<file path="src/rtl/ptw_pkg.sv">
package ptw_pkg;
  localparam int VA_W      = 32;
  localparam int OUTER_W   = 12;
  localparam int INNER_W   = 10;
  localparam int OFFSET_W  = 10;
  localparam int PTE_W     = 32;
  localparam int FRAME_W   = PTE_W - OFFSET_W;
  localparam int VALID_BIT = 0;
  localparam int WRITE_BIT = 1;

  typedef enum logic [2:0] {
    S_IDLE, S_RD_OUT, S_WT_OUT, S_RD_IN, S_WT_IN, S_DONE
  } walkState_t;

  typedef enum logic { LVL_OUTER = 1'b0, LVL_INNER = 1'b1 } faultLevel_t;
  typedef enum logic { KIND_INVALID = 1'b0, KIND_PROT = 1'b1 } faultKind_t;

  typedef struct packed {
    logic        ldWalk;
    logic        ldOuter;
    logic        ldInner;
    logic        setFault;
    faultLevel_t level;
    faultKind_t  kind;
    logic        selInner;
  } walkCtrl_t;

  typedef struct packed {
    logic entryInvalid;
    logic permDeny;
  } entryCheck_t;
endpackage

</file>
<file path="src/rtl/ptw_ctrl.sv">
module ptw_ctrl
  import ptw_pkg::*;
(
  input  logic        clk,
  input  logic        rstN,
  input  logic        walkReq,
  input  logic        memRspValid,
  input  entryCheck_t chk,
  output walkCtrl_t   ctl,
  output logic        walkReady,
  output logic        memReqValid,
  output logic        doneValid
);
  walkState_t state, nextState;

  always_ff @(posedge clk) begin
    if (!rstN) state <= S_IDLE;
    else       state <= nextState;
  end

  always_comb begin
    nextState = state;
    ctl       = '0;
    case (state)
      S_IDLE: begin
        if (walkReq) begin
          ctl.ldWalk = 1'b1;
          nextState  = S_RD_OUT;
        end
      end
      S_RD_OUT, S_WT_OUT: begin
        if (memRspValid) begin
          if (chk.entryInvalid) begin
            ctl.setFault = 1'b1;
            ctl.level    = LVL_OUTER;
            ctl.kind     = KIND_INVALID;
            nextState    = S_DONE;
          end else if (chk.permDeny) begin
            ctl.setFault = 1'b1;
            ctl.level    = LVL_OUTER;
            ctl.kind     = KIND_PROT;
            nextState    = S_DONE;
          end else begin
            ctl.ldOuter = 1'b1;
            nextState   = S_RD_IN;
          end
        end else if (state == S_RD_OUT) begin
          nextState = S_WT_OUT;
        end
      end
      S_RD_IN, S_WT_IN: begin
        ctl.selInner = 1'b1;
        if (memRspValid) begin
          nextState = S_DONE;
          if (chk.entryInvalid) begin
            ctl.setFault = 1'b1;
            ctl.level    = LVL_INNER;
            ctl.kind     = KIND_INVALID;
          end else if (chk.permDeny) begin
            ctl.setFault = 1'b1;
            ctl.level    = LVL_INNER;
            ctl.kind     = KIND_PROT;
          end else begin
            ctl.ldInner = 1'b1;
          end
        end else if (state == S_RD_IN) begin
          nextState = S_WT_IN;
        end
      end
      S_DONE:  nextState = S_IDLE;
      default: nextState = S_IDLE;
    endcase
  end

  assign walkReady   = (state == S_IDLE);
  assign memReqValid = (state == S_RD_OUT) || (state == S_RD_IN);
  assign doneValid   = (state == S_DONE);

  // a read strobe that is not answered in its own cycle drops next cycle
  p_one_req_r2: assert property (@(posedge clk) disable iff (!rstN)
    memReqValid && !memRspValid |=> !memReqValid);
  // acceptance removes ready on the following cycle
  p_busy_after_accept_r9: assert property (@(posedge clk) disable iff (!rstN)
    walkReq && walkReady |=> !walkReady);
  // result is a single pulse followed by idle
  p_done_pulse_r10: assert property (@(posedge clk) disable iff (!rstN)
    doneValid |=> !doneValid && walkReady);
  // a result only ever follows a memory response
  p_done_after_rsp_r8: assert property (@(posedge clk) disable iff (!rstN)
    $rose(doneValid) |-> $past(memRspValid));
endmodule

</file>
<file path="src/rtl/ptw_dpath.sv">
module ptw_dpath
  import ptw_pkg::*;
#(
  parameter int  ADDR_W           = VA_W,
  parameter int  OUT_IDX_W        = OUTER_W,
  parameter int  IN_IDX_W         = INNER_W,
  parameter int  OFF_W            = OFFSET_W,
  parameter int  ENTRY_W          = PTE_W,
  parameter bit  CHECK_OUTER_PERM = 1'b1,
  localparam int FRM_W            = ENTRY_W - OFF_W
) (
  input  logic               clk,
  input  logic               rstN,
  input  walkCtrl_t          ctl,
  input  logic [ADDR_W-1:0]  walkVaddr,
  input  logic               walkIsWrite,
  input  logic [ADDR_W-1:0]  tableBase,
  input  logic [ENTRY_W-1:0] memRspData,
  output entryCheck_t        chk,
  output logic [ADDR_W-1:0]  memReqAddr,
  output logic               doneFault,
  output logic               doneFaultLevel,
  output logic               doneFaultKind,
  output logic [FRM_W-1:0]   doneFrame,
  output logic [ADDR_W-1:0]  donePaddr
);
  logic [ADDR_W-1:0] vaddrReg;
  logic [ADDR_W-1:0] baseReg;
  logic              writeReg;
  logic [FRM_W-1:0]  innerBaseReg;
  logic [FRM_W-1:0]  frameReg;
  logic              faultReg;
  faultLevel_t       levelReg;
  faultKind_t        kindReg;

  logic [OUT_IDX_W-1:0] outerIdx;
  logic [IN_IDX_W-1:0]  innerIdx;
  logic [ADDR_W-1:0]    outerAddr, innerAddr, innerBase;
  logic                 writeDenied;

  assign outerIdx  = vaddrReg[ADDR_W-1 -: OUT_IDX_W];
  assign innerIdx  = vaddrReg[OFF_W +: IN_IDX_W];
  assign innerBase = {innerBaseReg, {OFF_W{1'b0}}};
  assign outerAddr = baseReg + ADDR_W'({outerIdx, 2'b00});
  assign innerAddr = innerBase + ADDR_W'({innerIdx, 2'b00});
  assign memReqAddr = ctl.selInner ? innerAddr : outerAddr;

  assign writeDenied      = writeReg && !memRspData[WRITE_BIT];
  assign chk.entryInvalid = !memRspData[VALID_BIT];

  generate
    if (CHECK_OUTER_PERM) begin : g_perm_both
      assign chk.permDeny = writeDenied;
    end else begin : g_perm_leaf
      assign chk.permDeny = writeDenied && ctl.selInner;
    end
  endgenerate

  always_ff @(posedge clk) begin
    if (!rstN) begin
      vaddrReg     <= '0;
      baseReg      <= '0;
      writeReg     <= 1'b0;
      innerBaseReg <= '0;
      frameReg     <= '0;
      faultReg     <= 1'b0;
      levelReg     <= LVL_OUTER;
      kindReg      <= KIND_INVALID;
    end else begin
      if (ctl.ldWalk) begin
        vaddrReg <= walkVaddr;
        baseReg  <= tableBase;
        writeReg <= walkIsWrite;
        frameReg <= '0;
        faultReg <= 1'b0;
        levelReg <= LVL_OUTER;
        kindReg  <= KIND_INVALID;
      end
      if (ctl.ldOuter) innerBaseReg <= memRspData[ENTRY_W-1 -: FRM_W];
      if (ctl.ldInner) frameReg     <= memRspData[ENTRY_W-1 -: FRM_W];
      if (ctl.setFault) begin
        faultReg <= 1'b1;
        levelReg <= ctl.level;
        kindReg  <= ctl.kind;
      end
    end
  end

  assign doneFault      = faultReg;
  assign doneFaultLevel = levelReg;
  assign doneFaultKind  = kindReg;
  assign doneFrame      = faultReg ? '0 : frameReg;
  assign donePaddr      = faultReg ? '0 : {frameReg, vaddrReg[OFF_W-1:0]};
endmodule

</file>
<file path="src/rtl/ptw_top.sv">
module ptw_top
  import ptw_pkg::*;
#(
  parameter bit CHECK_OUTER_PERM = 1'b1
) (
  input  logic                clk,
  input  logic                rstN,
  input  logic                walkReq,
  input  logic [VA_W-1:0]     walkVaddr,
  input  logic                walkIsWrite,
  input  logic [VA_W-1:0]     tableBase,
  output logic                walkReady,
  output logic                memReqValid,
  output logic [VA_W-1:0]     memReqAddr,
  input  logic                memRspValid,
  input  logic [PTE_W-1:0]    memRspData,
  output logic                doneValid,
  output logic                doneFault,
  output logic                doneFaultLevel,
  output logic                doneFaultKind,
  output logic [FRAME_W-1:0]  doneFrame,
  output logic [VA_W-1:0]     donePaddr
);
  walkCtrl_t   ctl;
  entryCheck_t chk;

  ptw_ctrl u_ctrl (
    .clk         (clk),
    .rstN        (rstN),
    .walkReq     (walkReq),
    .memRspValid (memRspValid),
    .chk         (chk),
    .ctl         (ctl),
    .walkReady   (walkReady),
    .memReqValid (memReqValid),
    .doneValid   (doneValid)
  );

  ptw_dpath #(.CHECK_OUTER_PERM(CHECK_OUTER_PERM)) u_dpath (
    .clk            (clk),
    .rstN           (rstN),
    .ctl            (ctl),
    .walkVaddr      (walkVaddr),
    .walkIsWrite    (walkIsWrite),
    .tableBase      (tableBase),
    .memRspData     (memRspData),
    .chk            (chk),
    .memReqAddr     (memReqAddr),
    .doneFault      (doneFault),
    .doneFaultLevel (doneFaultLevel),
    .doneFaultKind  (doneFaultKind),
    .doneFrame      (doneFrame),
    .donePaddr      (donePaddr)
  );
endmodule

</file>
<file path="config.mk">
export PLATFORM = sky130hd
export DESIGN_NAME = ptw_top
export DESIGN_NICKNAME = d
export VERILOG_FILES = /design/src/rtl/ptw_pkg.sv /design/src/rtl/ptw_ctrl.sv /design/src/rtl/ptw_dpath.sv /design/src/rtl/ptw_top.sv
export SDC_FILE = /design/constraint.sdc
export NUM_CORES = 1
export LEC_CHECK = 0
export BUFFER_PORTS_ARGS = -buffer_cell sky130_fd_sc_hd__clkbuf_2
export CAP_MARGIN = 15
export CORE_ASPECT_RATIO = 0.7
export CORE_MARGIN = 2
export CORE_UTILIZATION = 45
export DETAILED_ROUTE_END_ITERATION = 10
export GPL_TIMING_DRIVEN = 0
export MAX_ROUTING_LAYER = met4
export PLACE_DENSITY = 0.71
export SYNTH_ARGS = -nofsm -noshare
export SYNTH_HDL_FRONTEND = slang
export SYNTH_SLANG_ARGS = --single-unit
export TNS_END_PERCENT = 1
</file>
<file path="constraint.sdc">
create_clock -name clk -period 3.6 [get_ports clk]
set_input_delay 1.08 -clock clk [delete_from_list [all_inputs] [get_ports clk]]
set_output_delay 1.08 -clock clk [all_outputs]
set_load 0.02 [all_outputs]
</file>
# [Word level (Yosys, flattened, before mapping)]
# Cells that the tools add are included.
[totals] ff_bits=115 output_inout_bits=92 wordCells=60
[op_classes] n_addsub=2 n_eq_ne=8 mux=32 n_reduce_logical=9
[op_table] cell="$mux W22" n=3
[op_table] cell="$mux W32" n=2
[op_table] cell="$mux W3" n=12
[op_table] cell="$add A32 B12 Y32" n=1
[op_table] cell="$add A32 B14 Y32" n=1
[op_table] cell="$mux W1" n=12
[op_table] cell="$pmux W3 S3" n=1
[op_table] cell="$eq A3 B2 Y1 const B" n=2
[op_table] cell="$eq A3 B3 Y1 const B" n=2
[op_table] cell="$ne A3 B2 Y1 const B" n=2
[op_table] cell="$pmux W3 S2" n=1
[op_table] cell="$mux W4" n=1
[op_table] cell="$reduce_bool A2 Y1" n=2
[op_table] cell="$reduce_or A2 Y1" n=2
[op_table] cell="$eq A3 B1 Y1 const B" n=1
[op_table] cell="$logic_not A3 Y1" n=1
[op_table] cell="$reduce_and A3 Y1" n=1
[op_table] cell="$ne A2 B2 Y1 const B" n=1
[op_table] cell="$logic_and A1 B1 Y1" n=1
[op_table] cell="$logic_not A1 Y1" n=1
[op_table] cell="$logic_or A1 B1 Y1" n=1

# [Logic depth before layout (Yosys ltp)]
[depth] depth_word=7 depth_mapped=8

# [Hierarchy]
# A second synthesis with hierarchy kept.
[unflattened] cells_unflattened=718 hier_area_um2=6601.3
[by_module_without_submodules] module="ptw_dpath" instances=1 cells_each=690 area_per_inst_um2=6366.1 seq_area_each_um2=2242.2
[by_module_without_submodules] module="ptw_ctrl" instances=1 cells_each=28 area_per_inst_um2=235.2 seq_area_each_um2=60.1

# [Worst setup path before layout]
# No wires, ideal clock.
[synth_timing] kind="register to output" startpoint="register u_dpath.baseReg[2]" endpoint="output port memReqAddr[14]" arrival_time_ns=2.344 t_required_ns=2.520 slack_ns=0.176 stages_incl_launch_ff=9 n_path_buf=0 path_cell_list="dfxtp_1 ha_1 fa_1 a21o_1 a31oi_1 o2111ai_1 nand2_1 xnor2_1 o21ai_0"
[synth_via] elab_chain_len=2
[synth_rtl] element="start: declaration" line_no="ptw_dpath.sv:28" rtl="logic [ADDR_W-1:0] baseReg;"
[synth_rtl] element="start signal: assignment" line_no="ptw_dpath.sv:72" rtl="baseReg <= tableBase;"
[synth_rtl] element="$add A32 B14 Y32" line_no="ptw_dpath.sv:44" rtl="assign outerAddr = baseReg + ADDR_W'({outerIdx, 2'b00});"
[synth_rtl] element="$mux W32" line_no="ptw_dpath.sv:46" rtl="assign memReqAddr = ctl.selInner ? innerAddr : outerAddr;"
[synth_rtl] element="end: declaration" line_no="ptw_top.sv:14" rtl="output logic [VA_W-1:0] memReqAddr,"
# No other way between the ends.

# [Worst setup path in the final report]
[layout_timing] startpoint="register u_dpath.vaddrReg[24]" endpoint="output port memReqAddr[31]"
[layout_via] elab_chain_len=2
[layout_rtl] element="start: declaration" line_no="ptw_dpath.sv:27" rtl="logic [ADDR_W-1:0] vaddrReg;"
[layout_rtl] element="start signal: assignment" line_no="ptw_dpath.sv:71" rtl="vaddrReg <= walkVaddr;"
[layout_rtl] element="$add A32 B14 Y32" line_no="ptw_dpath.sv:44"
[layout_rtl] element="$mux W32" line_no="ptw_dpath.sv:46"
# No other way between the ends.

==> results.json <==
{
  "hold_viol": 0,
  "ir_drop_mv": 0.3804,
  "leakage_nw": 3.675,
  "vias": 6329,
  "critPathArrivalTime_ns": 2.68,
  "die_x_um": 145.9,
  "path_clk_slew_ns": 0.06,
  "syn2layout_area_growth_pct": 34.80,
  "cts_tree": "done",
  "rsz0062_at_grt": "true",
  "fin_setup_tns_ns": -1.909,
  "ios": 193,
  "cts_inserted_buffers": 17,
  "crit_type": "reg -> out",
  "ff2ff_path_depth": 6,
  "crit_family": "compound AO/OA/AOI/OAI gates",
  "fp-row-count": 36,
  "clk_path_buf_depth": 2,
  "start_util": 0.4587,
  "tightestPinTransition_ns": 0.7317,
  "syn_avg_cell_area_um2": 8.008,
  "yosys_warnings": 0,
  "wl_per_cell_um": 16.12,
  "crit_buf_inv": 1,
  "start_kind": "register",
  "final-max-slew-violation-count": 0,
  "synth_seq_cells": 115,
  "setup_viol": 19,
  "overflow": 0,
  "status": "finished with violations",
  "violations": "negative setup slack",
  "syn_nets": 909,
  "routed_wl_um": 19480,
  "cts_htree_levels": 4,
  "endpoint_kind": "output port",
  "final_nets": 1123,
  "hpwl_um": 14250,
  "grt_pass1_wl_um": 30120,
  "period_share": 1.044,
  "yosysUniqueCellTypes": 46,
  "path_depth": 8,
  "vias_per_cell": 5.235,
  "ys_async_sr_fraction": 0,
  "regArea_um2": 2312,
  "critPathMaxStageDelay_ns": 0.47,
  "powerDensity_nw_per_um2": 481.5,
  "fillCellCount": 1242,
  "die-area_um2": 15070,
  "fmax_mhz": 266.0,
  "placed_area_um2": 7496,
  "die_h_um": 103.3,
  "critPathMaxFanout": 6,
  "relSlewSlack": 0.5122,
  "synth_edf_count": 0,
  "synth-seq-area-share": 0.3630,
  "total_power_mw": 4.116,
  "drt_pass1_iterations": 5,
  "drt-initial-drc-count": 429,
  "grt.total_usage": 0.2660,
  "whs_path_depth": 2,
  "crit_chain": "ha_4 > o211ai_1 > o211ai_4 > a21o_1 > a21oi_4 > or4b_1 > a31oi_1 > buf_4",
  "antenna_found_initial": 0,
  "required_ns": 2.52,
  "drive_gt1_frac": 0.3081,
  "place_congestion": 0.9549,
  "antennaDiodeCount": 0,
  "fin_worst_skew_ns": 0.01094,
  "cts_root_buf": "clkbuf_16",
  "numPortBuffers": 183,
  "clk_latency_ns": 0.41,
  "synth_cells": 792,
  "multi_input_area_um2": 3943,
  "cpMaxStageDelayCell": "or4b_1",
  "grt_max_degree": 17,
  "synth.cell_area_um2": 6342,
  "grt_pass1_vias": 5738,
  "ant_nets": 0,
  "drc": 0,
  "layout_setup_ws_ns": -0.1590,
  "fp.coreArea_um2": 13830,
  "hold_class": "reg -> reg",
  "clock-sinks": 115,
  "fin_crit_ns": 3.759,
  "maxCapViolCount": 0,
  "fin_area_um2": 8549,
  "ys_dominant_reg_cell": "dfxtp_1"
}
per-layer routing:
| metal | global-route usage | share of wire |
|---|---|---|
| met1 | 0.3666 | 0.48 |
| met2 | 0.3966 | 0.43 |
| met3 | 0.05746 | 0.081 |
| met4 | 0.07164 | 0.017 |
| met5 | - | 0 |
worst reg2reg max path: stages, from the launching register on:
cell	delay, ns
dfxtp_1	0.32
clkbuf_1	0.36
nor3_1	0.20
nand2_1	0.35
clkbuf_1	0.53
nand2_1	0.16
a21boi_0	0.21
layout make-up:
| class | count | share of cell area |
|---|---|---|
| buffer | 69 | 0.04288 |
| clock buffer | 21 | 0.05269 |
| clock inverter | 11 | 0.02137 |
| inverter | 4 | 0.001756 |
| multi-input combinational | 605 | 0.4611 |
| sequential | 115 | 0.2705 |
| tap | 190 | 0.02781 |
| timing repair buffer | 194 | 0.1219 |
registers in the layout, summed over array words and instances, names as in the netlist:
signal	count
u_dpath.doneFaultKind	1
u_dpath.writeReg	1
u_dpath.baseReg	32
u_dpath.frameReg	22
u_dpath.doneFaultLevel	1
u_dpath.doneFault	1
u_dpath.vaddrReg	32
u_dpath.innerBaseReg	22
u_ctrl.state	3
what timing repair did:
item,CTS,global route
pin swaps,28,15
setup endpoints to repair,28,30
hold buffers,0,0
cloned,1,0
resized for setup,67,27
setup buffers,8,3
power by group:
group / switching (mW) / leakage (nW) / internal (mW) / total (mW)
logic: 0.528 / 2.42 / 0.324 / 0.852
clock network: 0.591 / 0.311 / 1.24 / 1.83
registers: 0.0751 / 0.940 / 1.36 / 1.43
total: 1.19 / 3.67 / 2.92 / 4.12
path summary, 6_finish.rpt:
kind                                     startpoint                                 to  slack (ns)
setup / recovery  u_dpath.vaddrReg[24]$_SDFFE_PN0P_                     memReqAddr[31]       -0.16
setup reg to reg       u_ctrl.state[2]$_SDFFE_PN0P_  u_dpath.vaddrReg[19]$_SDFFE_PN0P_        1.38
hold reg to reg    u_dpath.vaddrReg[5]$_SDFFE_PN0P_   u_dpath.vaddrReg[5]$_SDFFE_PN0P_        0.46
hold / removal     u_dpath.vaddrReg[5]$_SDFFE_PN0P_   u_dpath.vaddrReg[5]$_SDFFE_PN0P_        0.46
kinds of logic after synthesis:
logic type,count (synthesis),share of synthesized area
buf+inv,73,0.05918
xor+xnor,43,0.05938
fa+ha+maj,17,0.03551
mux,28,0.04419
compound gates,156,0.1701
flops,115,0.3630
simple gates,360,0.2687
placed cells by master, fill, tap and decap left out, drive strengths merged, types with 6 or more instances in the layout:
master / n
clkbuf: 226
nand2: 191
dfxtp: 115
a21boi: 88
nor2b: 58
buf: 58
nand3: 38
mux2i: 28
xor2: 24
o21ai: 21
nor2: 19
xnor2: 19
a21oi: 18
ha: 14
nand4: 13
and3: 12
nor3: 8
a31oi: 7
a211oi: 6
synth_stat cells, drive strengths merged, types with 6 or more instances:
cell    instances  area, µm²
a21oi          18      90.09
nor2           19      73.82
a31oi           7      43.79
and3           12      75.07
ha             14      175.2
a211oi          6      45.04
nor3            8      45.04
xnor2          19      166.4
mux2i          28      280.3
nand3          38      190.2
clkbuf         32      120.1
nor2b          58      362.9
nand4          13      81.33
buf            37      240.2
xor2           24      210.2
a21boi         88      660.6
dfxtp         115       2302
nand2         191      716.9
o21ai          21      105.1
per-stage QoR:
step                hold WS, ns    util  worst slack (ns)  cells
finish                   0.4615  0.6183           -0.1590   1209
global route             0.4805  0.6183           -0.2378   1209
CTS                      0.4629  0.6136           -0.1285   1206
detailed placement       0.4556  0.5421           -0.3184   1165
global placement         0.4496  0.5421           -0.3155   1165
floorplan                0.4388       -            0.1758    792
(Power assumes the default switching activity.)
